File: src/rtl/ppi_pkg.sv
package ppi_pkg;
   typedef enum logic [1:0] {
      SEL_PA   = 2'b00,
      SEL_PB   = 2'b01,
      SEL_PC   = 2'b10,
      SEL_CTRL = 2'b11
   } ppi_sel_e;

   localparam int unsigned NGRP   = 4;
   localparam int unsigned G_PA   = 0;
   localparam int unsigned G_PB   = 1;
   localparam int unsigned G_PCL  = 2;
   localparam int unsigned G_PCU  = 3;

   // bits that survive a mode-set write: flag plus the four direction bits
   localparam logic [7:0] CTRL_KEEP = 8'b1001_1011;

   function automatic logic [7:0] ctrl_clean(input logic [7:0] raw);
      return raw & CTRL_KEEP;
   endfunction

   // direction bit (1 = input) of group g in a stored control byte
   function automatic logic grp_dir(input logic [7:0] c, input int unsigned g);
      case (g)
         G_PA:    return c[4];
         G_PB:    return c[1];
         G_PCL:   return c[0];
         default: return c[3];
      endcase
   endfunction
endpackage

File: src/rtl/ppi_strobe.sv
module ppi_strobe (
   input  logic clk,
   input  logic rst,
   input  logic cs_n,
   input  logic wr_n,
   output logic fire
);
   logic wr_q;

   always_ff @(posedge clk or posedge rst) begin
      if (rst) wr_q <= 1'b1;
      else     wr_q <= wr_n;
   end

   assign fire = wr_n & ~wr_q & ~cs_n;

   // a commit needs a low strobe sample on the previous edge
   a_r7_fire_after_low: assert property (@(posedge clk) disable iff (rst)
      fire |-> $past(wr_n) == 1'b0);
endmodule

File: src/rtl/ppi_ctrl_reg.sv
module ppi_ctrl_reg #(
   parameter int unsigned   DW        = 8,
   parameter logic [DW-1:0] RESET_VAL = 8'h9B
) (
   input  logic          clk,
   input  logic          rst,
   input  logic          load,
   input  logic [DW-1:0] din,
   output logic [DW-1:0] ctrl
);
   import ppi_pkg::*;

   if (DW != 8) begin : g_bad_dw
      $error("ppi_ctrl_reg: control byte must be 8 bits");
   end
   if (RESET_VAL[7] != 1'b1 || (RESET_VAL & ~CTRL_KEEP) != 8'h00) begin : g_bad_rst
      $error("ppi_ctrl_reg: reset value must be a mode-set byte with zero mode fields");
   end

   always_ff @(posedge clk or posedge rst) begin
      if (rst)       ctrl <= RESET_VAL;
      else if (load) ctrl <= ctrl_clean(din);
   end

   // reset value holds through a held reset
   a_r1_reset_value: assert property (@(posedge clk)
      (rst && $past(rst)) |-> ctrl == RESET_VAL);
   // mode fields never stored as one
   a_r5_mode_zero: assert property (@(posedge clk) disable iff (rst)
      load |=> (ctrl[6:5] == 2'b00 && ctrl[2] == 1'b0));
   // the control byte holds when no mode-set write occurs
   a_r6_ctrl_hold: assert property (@(posedge clk) disable iff (rst)
      !load |=> $stable(ctrl));
endmodule

File: src/rtl/ppi_group.sv
module ppi_group #(
   parameter int unsigned W  = 8,
   localparam int unsigned IW = (W > 1) ? $clog2(W) : 1
) (
   input  logic          clk,
   input  logic          rst,
   input  logic          dir_in,
   input  logic          clr,
   input  logic          wr_en,
   input  logic [W-1:0]  wr_data,
   input  logic          bit_en,
   input  logic [IW-1:0] bit_idx,
   input  logic          bit_val,
   input  logic [W-1:0]  pin_i,
   output logic [W-1:0]  latch_o,
   output logic [W-1:0]  oe_o,
   output logic [W-1:0]  rd_o
);
   if (W < 2 || (W & (W - 1)) != 0) begin : g_bad_w
      $error("ppi_group: width must be a power of two of at least 2");
   end

   logic [W-1:0] latch_q;
   logic [W-1:0] latch_d;

   always_comb begin
      latch_d = latch_q;
      if (clr) begin
         latch_d = '0;
      end else if (wr_en) begin
         latch_d = wr_data;
      end else if (bit_en && !dir_in) begin
         latch_d[bit_idx] = bit_val;
      end
   end

   always_ff @(posedge clk or posedge rst) begin
      if (rst) latch_q <= '0;
      else     latch_q <= latch_d;
   end

   assign latch_o = latch_q;
   assign oe_o    = {W{~dir_in}};
   assign rd_o    = dir_in ? pin_i : latch_q;

   // mode-set clears the latch
   a_r4_clear: assert property (@(posedge clk) disable iff (rst)
      clr |=> latch_o == '0);
   // byte write lands regardless of direction
   a_r10_byte_write: assert property (@(posedge clk) disable iff (rst)
      (wr_en && !clr) |=> latch_o == $past(wr_data));
   // single-bit write on an input half is ignored
   a_r6_bit_ignored: assert property (@(posedge clk) disable iff (rst)
      (bit_en && dir_in && !clr && !wr_en) |=> $stable(latch_o));
   // single-bit write on an output half sets the chosen bit
   a_r6_bit_applied: assert property (@(posedge clk) disable iff (rst)
      (bit_en && !dir_in && !clr && !wr_en) |=> latch_o[$past(bit_idx)] == $past(bit_val));
endmodule

File: src/rtl/ppi_mode0.sv
module ppi_mode0 #(
   parameter int unsigned DATA_W     = 8,
   parameter int unsigned PORT_W     = 8,
   parameter logic [7:0]  RESET_CTRL = 8'h9B
) (
   input  logic              clk,
   input  logic              rst,
   input  logic              cs_n,
   input  logic              rd_n,
   input  logic              wr_n,
   input  logic [1:0]        addr,
   input  logic [DATA_W-1:0] d_in,
   output logic [DATA_W-1:0] d_out,
   output logic              d_oe,
   input  logic [PORT_W-1:0] pa_i,
   output logic [PORT_W-1:0] pa_o,
   output logic [PORT_W-1:0] pa_oe,
   input  logic [PORT_W-1:0] pb_i,
   output logic [PORT_W-1:0] pb_o,
   output logic [PORT_W-1:0] pb_oe,
   input  logic [PORT_W-1:0] pc_i,
   output logic [PORT_W-1:0] pc_o,
   output logic [PORT_W-1:0] pc_oe
);
   import ppi_pkg::*;

   localparam int unsigned NIB_W   = PORT_W / 2;
   localparam int unsigned TOTAL_W = 3 * PORT_W;
   localparam int unsigned CIDX_W  = $clog2(PORT_W);

   if (DATA_W != 8 || PORT_W != DATA_W) begin : g_bad_w
      $error("ppi_mode0: data bus and ports must both be 8 bits");
   end

   // ---------------- write strobe ----------------
   logic fire;
   ppi_strobe u_strobe (
      .clk  (clk),
      .rst  (rst),
      .cs_n (cs_n),
      .wr_n (wr_n),
      .fire (fire)
   );

   ppi_sel_e sel;
   assign sel = ppi_sel_e'(addr);

   logic mode_set, bit_cmd;
   assign mode_set = fire && (sel == SEL_CTRL) &&  d_in[7];
   assign bit_cmd  = fire && (sel == SEL_CTRL) && !d_in[7];

   // ---------------- control byte ----------------
   logic [7:0] ctrl;
   ppi_ctrl_reg #(.DW(8), .RESET_VAL(RESET_CTRL)) u_ctrl (
      .clk  (clk),
      .rst  (rst),
      .load (mode_set),
      .din  (d_in),
      .ctrl (ctrl)
   );

   // ---------------- port groups ----------------
   logic [TOTAL_W-1:0] all_i, all_o, all_oe, all_rd;
   assign all_i = {pc_i, pb_i, pa_i};

   logic [CIDX_W-1:0] cidx;
   assign cidx = d_in[CIDX_W:1];

   for (genvar g = 0; g < NGRP; g++) begin : g_grp
      localparam int unsigned GW  = (g < 2) ? PORT_W : NIB_W;
      localparam int unsigned OFF = (g < 2) ? g * PORT_W : 2 * PORT_W + (g - 2) * NIB_W;
      localparam int unsigned GIW = $clog2(GW);

      logic          wen;
      logic [GW-1:0] wdata;
      logic          ben;

      if (g == G_PA) begin : g_a
         assign wen   = fire && (sel == SEL_PA);
         assign wdata = d_in;
         assign ben   = 1'b0;
      end else if (g == G_PB) begin : g_b
         assign wen   = fire && (sel == SEL_PB);
         assign wdata = d_in;
         assign ben   = 1'b0;
      end else if (g == G_PCL) begin : g_cl
         assign wen   = fire && (sel == SEL_PC);
         assign wdata = d_in[NIB_W-1:0];
         assign ben   = bit_cmd && !cidx[CIDX_W-1];
      end else begin : g_cu
         assign wen   = fire && (sel == SEL_PC);
         assign wdata = d_in[PORT_W-1:NIB_W];
         assign ben   = bit_cmd && cidx[CIDX_W-1];
      end

      ppi_group #(.W(GW)) u_grp (
         .clk     (clk),
         .rst     (rst),
         .dir_in  (grp_dir(ctrl, g)),
         .clr     (mode_set),
         .wr_en   (wen),
         .wr_data (wdata),
         .bit_en  (ben),
         .bit_idx (cidx[GIW-1:0]),
         .bit_val (d_in[0]),
         .pin_i   (all_i[OFF +: GW]),
         .latch_o (all_o[OFF +: GW]),
         .oe_o    (all_oe[OFF +: GW]),
         .rd_o    (all_rd[OFF +: GW])
      );
   end

   assign pa_o  = all_o[0 +: PORT_W];
   assign pb_o  = all_o[PORT_W +: PORT_W];
   assign pc_o  = all_o[2*PORT_W +: PORT_W];
   assign pa_oe = all_oe[0 +: PORT_W];
   assign pb_oe = all_oe[PORT_W +: PORT_W];
   assign pc_oe = all_oe[2*PORT_W +: PORT_W];

   // ---------------- read path ----------------
   logic [DATA_W-1:0] rd_mux;
   always_comb begin
      unique case (sel)
         SEL_PA:  rd_mux = all_rd[0 +: PORT_W];
         SEL_PB:  rd_mux = all_rd[PORT_W +: PORT_W];
         SEL_PC:  rd_mux = all_rd[2*PORT_W +: PORT_W];
         default: rd_mux = ctrl;
      endcase
   end

   assign d_oe  = ~cs_n & ~rd_n;
   assign d_out = d_oe ? rd_mux : '0;

   // the bus is never driven while deselected
   a_r9_no_drive_deselected: assert property (@(posedge clk) disable iff (rst)
      cs_n |-> (d_out == '0));
   // a deselected strobe leaves all latches and the control byte alone
   a_r7_deselect_ignored: assert property (@(posedge clk) disable iff (rst)
      (cs_n && !fire) |=> ($stable(all_o) && $stable(ctrl)));
   // held reset gives all groups as inputs
   a_r1_reset_inputs: assert property (@(posedge clk)
      (rst && $past(rst)) |-> (all_oe == '0 && all_o == '0));
endmodule

File: config.mk
export PLATFORM = sky130hd
export DESIGN_NAME = ppi_mode0
export DESIGN_NICKNAME = d
export VERILOG_FILES = /design/src/rtl/ppi_pkg.sv /design/src/rtl/ppi_strobe.sv /design/src/rtl/ppi_ctrl_reg.sv /design/src/rtl/ppi_group.sv /design/src/rtl/ppi_mode0.sv
export SDC_FILE = /design/constraint.sdc
export NUM_CORES = 1
export LEC_CHECK = 0
export BUFFER_PORTS_ARGS = -buffer_cell sky130_fd_sc_hd__buf_2
export CAP_MARGIN = 15
export CORE_MARGIN = 4
export CORE_UTILIZATION = 47
export CTS_BUF_LIST = sky130_fd_sc_hd__clkbuf_8 sky130_fd_sc_hd__clkbuf_16
export DETAILED_ROUTE_END_ITERATION = 6
export GPL_TIMING_DRIVEN = 0
export HOLD_SLACK_MARGIN = 0.05
export PLACE_DENSITY = 0.8
export SETUP_SLACK_MARGIN = 0.05
export SLEW_MARGIN = 0
export SYNTH_ARGS = -nofsm -noshare
export SYNTH_HDL_FRONTEND = slang
export SYNTH_SLANG_ARGS = --single-unit
File: constraint.sdc
create_clock -name clk -period 1.9 [get_ports clk]
set_clock_uncertainty 0.15 [all_clocks]
set_input_delay 0.095 -clock clk [delete_from_list [all_inputs] [get_ports clk]]
set_output_delay 0.095 -clock clk [all_outputs]
set_load 0.02 [all_outputs]
* Yosys cells after proc, flatten, opt, wreduce, memory -nomap -nowiden
Cells that the tools add are included.
Cells by class: reductions and logical operators 20, add/sub/neg operators 0, multiplexer cells 20, divide/modulo/power cells 0, equal/unequal tests 3, shifts and indexed selects 0, bitwise logic cells 10, multiply operators 0, $lt $le $gt $ge 2
Operators with widths (count):
- 8-bit 2-to-1 mux | 7
- 4-bit 2-to-1 mux | 8
- 8-bit case mux with 3 select lines | 1
- 1-bit logical AND | 11
- 4-bit bitwise mux | 2
- 1-bit NOT | 7
- 3-bit nonzero test | 2
- 2-bit == test, second input constant | 2
- 1-bit zero test | 4
- 2-bit nonzero test | 2
- 1-bit AND | 3
- 2-bit by 3-bit less-than comparator with 1-bit output, second input constant | 1
- 1-bit demux with 2-bit select | 1
- 2-bit by 1-bit == test with 1-bit output, second input constant | 1
- 2-bit by 1-bit >= comparator with 1-bit output, second input constant | 1
- 2-bit zero test | 1
- 1-bit 2-to-1 mux | 1
Storage, ports and cells: bits in registers 30, memories 0, latch bits 0, RAM bits 0, output and inout port bits 57, bits of input ports 39, logic and storage cells 61, memory bits (read-only) 0

* Depth between registers and ports, before layout
Gate-level depths: netlist of the first run.
depth in word-level cells 10, mapped depth 6, gate-level depth less buffers 4

* Hierarchy
A second synthesis of the first run with hierarchy kept.
Second synthesis, totals: cells, all modules 277, area, all modules 2761.4 µm²
Modules (own cells, without submodules):
- ppi_group (g_grp[0].u_grp ...) | area an instance 748.2 µm², cells an instance 76, sequential area each 200.2 µm², instances 2
- ppi_group (g_grp[2].u_grp ...) | area an instance 351.6 µm², cells an instance 33, sequential area each 100.1 µm², instances 2
- ppi_mode0 | area an instance 301.5 µm², cells an instance 41, sequential area each 0.0 µm², instances 1
- ppi_ctrl_reg | area an instance 217.7 µm², cells an instance 15, sequential area each 131.4 µm², instances 1
- ppi_strobe | area an instance 42.5 µm², cells an instance 3, sequential area each 26.3 µm², instances 1

* Least setup slack after synthesis of the first run
OpenSTA, ideal clock, no wires.
path kind register -> output, start point register u_ctrl.ctrl[4], end point output port d_out[7], path slack 0.069 ns, buffers on the path 1, data required time 1.655 ns, stages on the path, launching flop included 5, arrival 1.586 ns, cell sequence dfstp_2 > buf_2 > mux2i_1 > mux4_1 > nor2_1
On the way: word-level cells in the longest chain between the ends 3
RTL lines:
- from (decl) | RTL line ppi_ctrl_reg.sv:9 | output logic [DW-1:0] ctrl
- from (signal assigned) | RTL line ppi_ctrl_reg.sv:22 | else if (load) ctrl <= ctrl_clean(din);
- 8-bit 2-to-1 mux | RTL line ppi_group.sv:44 | assign rd_o = dir_in ? pin_i : latch_q;
- 8-bit case mux with 3 select lines | RTL line ppi_mode0.sv:123 | unique case (sel)
- 8-bit 2-to-1 mux | RTL line ppi_mode0.sv:132 | assign d_out = d_oe ? rd_mux : '0;
- to (decl) | RTL line ppi_mode0.sv:13 | output logic [DATA_W-1:0] d_out,
No other way between the ends.

* Worst setup path after layout of the first run
start point register u_ctrl.ctrl[1], end point output port d_out[4]
Same word-level chain as after synthesis.

==> results of run 1 <==
[report_power, final]
group	total, W	switching [W]	internal, W	leakage, nW
clock network	0.000552	0.000261	0.000291	0.0472
registers	0.000919	0.000134	0.000785	0.372
logic	0.00143	0.000779	0.000656	1.10
[synthesized netlist by cell type (3+ instances only)]
cell	number	area share
a211o_1	3	0.013
a211oi_1	3	0.011
a21oi_1	12	0.029
a22oi_1	3	0.011
a32o_1	3	0.014
buf_2	10	0.024
buf_4	20	0.072
clkbuf_1	6	0.011
dfrtp_1	24	0.29
dfstp_2	6	0.076
inv_1	8	0.014
mux2_2	5	0.027
mux2i_1	22	0.11
nand2_1	21	0.038
nand2b_1	4	0.012
nand3_1	8	0.019
nor2_1	14	0.025
nor2b_1	6	0.018
o21ai_0	24	0.058
o22ai_1	3	0.0090
or2_2	3	0.0090
[timing repair]
| action | in CTS | in global routing |
|---|---|---|
| setup buffers | 7 | 8 |
| hold buffers | 10 | 0 |
| endpoints found under the hold margin | 44 | 0 |
| setup endpoints to repair | 9 | 17 |
| gates resized for setup | 22 | 17 |
| pin swaps | 4 | 4 |
[metal layers]
layer / GRT usage / wire [microns] / vias to the layer above / share of wire
met5: 0 / 0 / - / 0
met4: 0.136 / 330 / 0 / 0.044
met3: 0.0662 / 739 / 35 / 0.098
met2: 0.419 / 3640 / 172 / 0.48
met1: 0.309 / 2830 / 1128 / 0.38
li1: - / - / 1057 / -
[kinds of logic (layout without fill, tap and decap cells)]
family | Yosys count | count (layout)
buf+inv | 46 | 170
compound gates | 59 | 59
mux | 28 | 28
simple gates | 71 | 71
flops | 30 | 30
[critical path, stage by stage (launching register included)]
cell and delay (ns):
dfstp_2 0.68, buf_4 0.16, mux2i_1 0.07, a211o_1 0.29, a21oi_2 0.19, buf_4 0.17
[metrics by stage]
stage	total power (W)	instances
finish	0.00291	408
global route	0.00304	408
CTS	0.00281	401
detailed placement	0.00215	379
global placement	0.00212	378
floorplan	0.00174	234
[worst max-delay path by stage]
stage	start	end	cells past startpoint
2_1_floorplan	u_ctrl.ctrl[4]	d_out[7]	4
3_3_place_gp	u_ctrl.ctrl[4]	d_out[7]	5
3_5_place_dp	u_ctrl.ctrl[4]	d_out[7]	5
4_1_cts	u_ctrl.ctrl[1]	d_out[5]	6
5_1_grt	u_ctrl.ctrl[1]	d_out[4]	5
6_report	u_ctrl.ctrl[1]	d_out[4]	5
[state kept, by name, indices dropped and copies added (netlist names)]
register and count:
g_grp.u_grp.latch_o 24, u_ctrl.ctrl 5, u_strobe.wr_q 1
[final cells by class]
| cell class | count | area (sq um) | share of cell area |
|---|---|---|---|
| Buffer | 34 | 228 | 0.0747 |
| Clock buffer | 6 | 82.6 | 0.0271 |
| Tap cell | 50 | 62.6 | 0.0205 |
| Inverter | 8 | 33.8 | 0.0111 |
| Multi-Input combinational cell | 158 | 1110 | 0.365 |
| Timing Repair Buffer | 120 | 758 | 0.249 |
| Clock inverter | 2 | 12.5 | 0.00411 |
| Sequential cell | 30 | 758 | 0.249 |
==> impl_metrics.ini, run 1 <==
[run_status]
status = finished, violations left
violations = negative setup slack

[synthesis]
yosysUniqueCellTypes = 43
synth_edf_count = 0
syn_avg_cell_area_sq_um = 8.89
synth_compound_area_frac = 0.175
yosys_register_bits = 30
syn_nets = 273
postSynth.asyncResetShare = 1.00
synth_simple_gate_area_frac = 0.185
synth_top_family_by_area = simple AND/OR/NAND/NOR gates
yosysWarnings = 0
syn-cell-area_sq_um = 2080
synth_flop_cell = dfrtp_1
synthXorXnorAreaFrac = 0
muxShareOfSynthArea = 0.146
ys_seq_area_frac = 0.365
syn_inst = 234
synthAdderAreaFrac = 0

[sta]
setup_ws_ns = -0.195
finalCriticalPeriod_ns = 2.10
setup_viol = 8
final_min_period_over_clock_period = 1.10
fin_setup_tns_ns = -0.958
slew_headroom = 0.634
holdWs_ns = 0.175
worstMarginPinSlew_ns = 0.550
final-hold-violation-count = 0
rsz0062_at_grt = true
fmax_mhz = 477
drv_slew = 0

[placed_design]
postPlaceCellArea_sq_um = 2640
dp_hpwl_microns = 5070
dpl_worst_slack_ns = -0.0738
port_buffers = 94
place.gp.congestion = 0.888

[final_layout]
utilization = 0.735
drive_above_1_share = 0.503
area_growth_pct = 46.5
antenna_cells = 0
layout_commonest_cell = buf_2
fillers = 301
nNetsFinal = 396
stdcell_area_sq_um = 3050
final_cell_mix = 94 x buf_2, 34 x buf_4, 24 x dfrtp_1

[grt]
gr-total-overflow = 0
groute.usage.overall = 0.256
grt_pass1_vias = 2143
grt_pass1_wl_microns = 10500
grt_max_degree = 22
antenna_found_initial = 0

[min_path]
hp-start = wr_n
hold_depth = 3
min_path_type = in2reg
hold_path_end = g_grp[2].u_grp.latch_o[3]

[drt]
drt_drc_violations_left = 0
drt-wirelength-per-cell_microns = 18.5
drt_iter0_markers = 322
viasPerCell = 5.86
firstDrtPassIters = 5
wl_microns = 7550
final_antenna_net_count = 0
dr_total_vias = 2392

[critical_path]
r2r-start = u_strobe.wr_q
cp_max_fo = 8
r2r_setup_slack_ns = 0.16
reg2reg_depth = 5
critPathKind = reg2out
critPathLaunchType = register
endpoint_kind = primary output
worstPathArrival_ns = 1.85
required_ns = 1.65
r2r_end = u_ctrl.ctrl[1]

[cts]
ctsRootBufferMaster = clkbuf_8
cts_sinks = 30
ctsHtreeMaxLevel = 2
clk_latency_ns = 0.29
clockBufferDepth = 2
cts_made_buffers = 5
cts_tree = yes
cts.reportedPaths.clkPinSlew_ns = 0.07

[power_and_ir_drop]
vdd_drop_max_mv = 0.506
leakagePower_nw = 1.52
powerDensity_nw_per_um2 = 954

[run]
cap_violations = 0

[die]
dieArea_sq_um = 5550
die_h_microns = 74.5
pin_count = 96
die_w_microns = 74.5
core_sq_um = 4140
start_util = 0.502
row_count = 23
Note: power is estimated with default switching activity, not from simulation.
==> run 2, diff against run 1 <==
--- a/config.mk
+++ b/config.mk
@@ -7,7 +7,6 @@
 export LEC_CHECK = 0
 export BUFFER_PORTS_ARGS = -buffer_cell sky130_fd_sc_hd__buf_2
 export CAP_MARGIN = 15
-export CORE_MARGIN = 4
 export CORE_UTILIZATION = 47
 export CTS_BUF_LIST = sky130_fd_sc_hd__clkbuf_8 sky130_fd_sc_hd__clkbuf_16
 export DETAILED_ROUTE_END_ITERATION = 6
==> run 2 against run 1 <==
The run still ends with negative setup slack left. Clock-buffer cell count unchanged. Largest power group unchanged. Non-clock buffer count decreased by 1. Critical path type unchanged. Routed wire length shrank 9.2%.
==> impl_metrics.ini, run 2 (same netlist as run 1, synthesis figures left out) <==
[drt]
firstDrtPassIters = 5
wl_met3_microns = 514
met2_length_microns = 3440
dr_total_vias = 2282
top_layer = met4
drt-wirelength-per-cell_microns = 16.8
viasPerCell = 5.61
drt_iter0_markers = 248
drt_drc_violations_left = 0
met1_length_microns = 2730
wl_microns = 6860
final_antenna_net_count = 0

[sta]
drv_slew = 0
setup_ws_ns = -0.152
fmax_mhz = 487
fin_setup_tns_ns = -0.580
rsz0062_at_grt = true
final_min_period_over_clock_period = 1.08
worstMarginPinSlew_ns = 0.544
slew_headroom = 0.637
finalCriticalPeriod_ns = 2.05
setup_viol = 8
final-hold-violation-count = 0

[placed_design]
dp_hpwl_microns = 4520
port_buffers = 94
place.gp.congestion = 0.914
dpl.cell_count = 378
dpl_worst_slack_ns = -0.0212

[cts]
cts.reportedPaths.clkPinSlew_ns = 0.06
cts_sinks = 30
ctsRootBufferMaster = clkbuf_8
ctsHtreeMaxLevel = 2
clockBufferDepth = 2
cts_tree = yes
clk_latency_ns = 0.28
cts_made_buffers = 5

[power_and_ir_drop]
power_switching_w = 0.00115
leakagePower_nw = 1.54
vdd_drop_max_mv = 0.618
internal_power_w = 0.00178
power_frac_seq = 0.311
combinationalPowerShare = 0.510
powerDensity_nw_per_um2 = 947
p_sw_frac = 0.391
p_clk_frac = 0.180

[grt]
gr-total-overflow = 0
grt_max_degree = 31
groute.usage.overall = 0.286
grt_pass1_wl_microns = 9520
grt_pass1_vias = 1972
antenna_found_initial = 0

[final_layout]
largest_reg_flops = 24
final_cell_mix = 92 x buf_2, 31 x buf_4, 24 x dfrtp_1
utilization = 0.752
fillers = 302
antenna_cells = 0
area_growth_pct = 48.9
finalNonFillerCells = 407
drive_above_1_share = 0.496
nNetsFinal = 395
layout_commonest_cell = buf_2

[critical_path]
endpoint_kind = primary output
critPathLaunchType = register
crit_family = multiplexers
worst_path_largest_cell_delay_ns = 0.55
cp_max_fo = 7
worstPathArrival_ns = 1.81
critPathKind = reg2out
slowest_stage = dfstp_2
r2r_setup_slack_ns = 0.09
path_buf_inv = 2
required_ns = 1.65
worstPathCellList = buf_8, mux2i_1, mux4_2, nor2_2, buf_6

[die]
core_sq_um = 4120
pin_count = 96
die_h_microns = 68.5
die_w_microns = 68.5
dieArea_sq_um = 4690
start_util = 0.505
row_count = 23

[run_status]
violations = negative setup slack
status = finished, violations left

[run]
cap_violations = 0

[min_path]
min_path_type = in2reg
## run 2: changes by cell type in the layout (fill, tap and decap cells not counted), sizes merged
cell and delta:
clkinvlp -1, buf -2, clkbuf +1, inv +1
## run 2: final timing paths
| path | cells after the start | start | to |
|---|---|---|---|
| min in group asynchronous | 3 | rst | g_grp[0].u_grp.latch_o[2] |
| worst max-delay path | 5 | u_ctrl.ctrl[4] | d_out[7] |
| worst min register to register | 1 | g_grp[2].u_grp.latch_o[2] | g_grp[2].u_grp.latch_o[2] |
| worst min-delay path | 4 | cs_n | g_grp[1].u_grp.latch_o[2] |
| max in group asynchronous | 4 | rst | u_ctrl.ctrl[4] |
| worst max register to register | 5 | u_strobe.wr_q | u_ctrl.ctrl[3] |
## run 2: power groups by stage
stage	registers [W]	logic [W]	clock network (W)
floorplan	0.000992	0.000744	0
CTS	0.000897	0.00135	0.000526
finish	0.000910	0.00149	0.000527
global route	0.000925	0.00160	0.000564
detailed placement	0.000879	0.00125	0
global placement	0.000877	0.00123	0
## run 2: per-stage QoR
| step | instance area, sq um | hold WS, ns | total power [W] |
|---|---|---|---|
| after floorplan | 2080 | -0.0505 | 0.00174 |
| after global placement | 2610 | 0.0887 | 0.00211 |
| after detailed placement | 2610 | 0.0865 | 0.00213 |
| after CTS | 2920 | 0.0730 | 0.00277 |
| after global routing | 3100 | 0.0973 | 0.00309 |
| final | 3100 | 0.0625 | 0.00293 |
## run 2: cell type report
class | instances | area [sq um] | area share
Multi-Input combinational cell | 158 | 1130 | 0.365
Buffer | 34 | 234 | 0.0756
Sequential cell | 30 | 758 | 0.245
Tap cell | 50 | 62.6 | 0.0202
Clock inverter | 2 | 8.76 | 0.00283
Inverter | 8 | 33.8 | 0.0109
Timing Repair Buffer | 119 | 786 | 0.254
Clock buffer | 6 | 82.6 | 0.0267
## run 2: tightest hold or removal path: cells and delay by family
| kind | cells | cell delay, ns |
|---|---|---|
| AO/OA/AOI/OAI | 1 | 0.06 |
| buffers and inverters | 1 | 0.14 |
| AND/OR/NAND/NOR | 2 | 0.15 |
## run 2: layer usage
layer  up-vias  global-route usage
met3        18              0.0411
met1      1083               0.375
met5         -                   0
met4         0               0.128
li1       1055                   -
met2       126               0.466
## run 2: what timing repair did
action | 4_1_cts | 5_1_grt
resized for setup | 22 | 25
endpoints found under the setup margin | 9 | 18
endpoints found under the hold margin | 44 | 0
setup buffers | 8 | 6
pin swaps | 10 | 9
hold buffers | 10 | 0
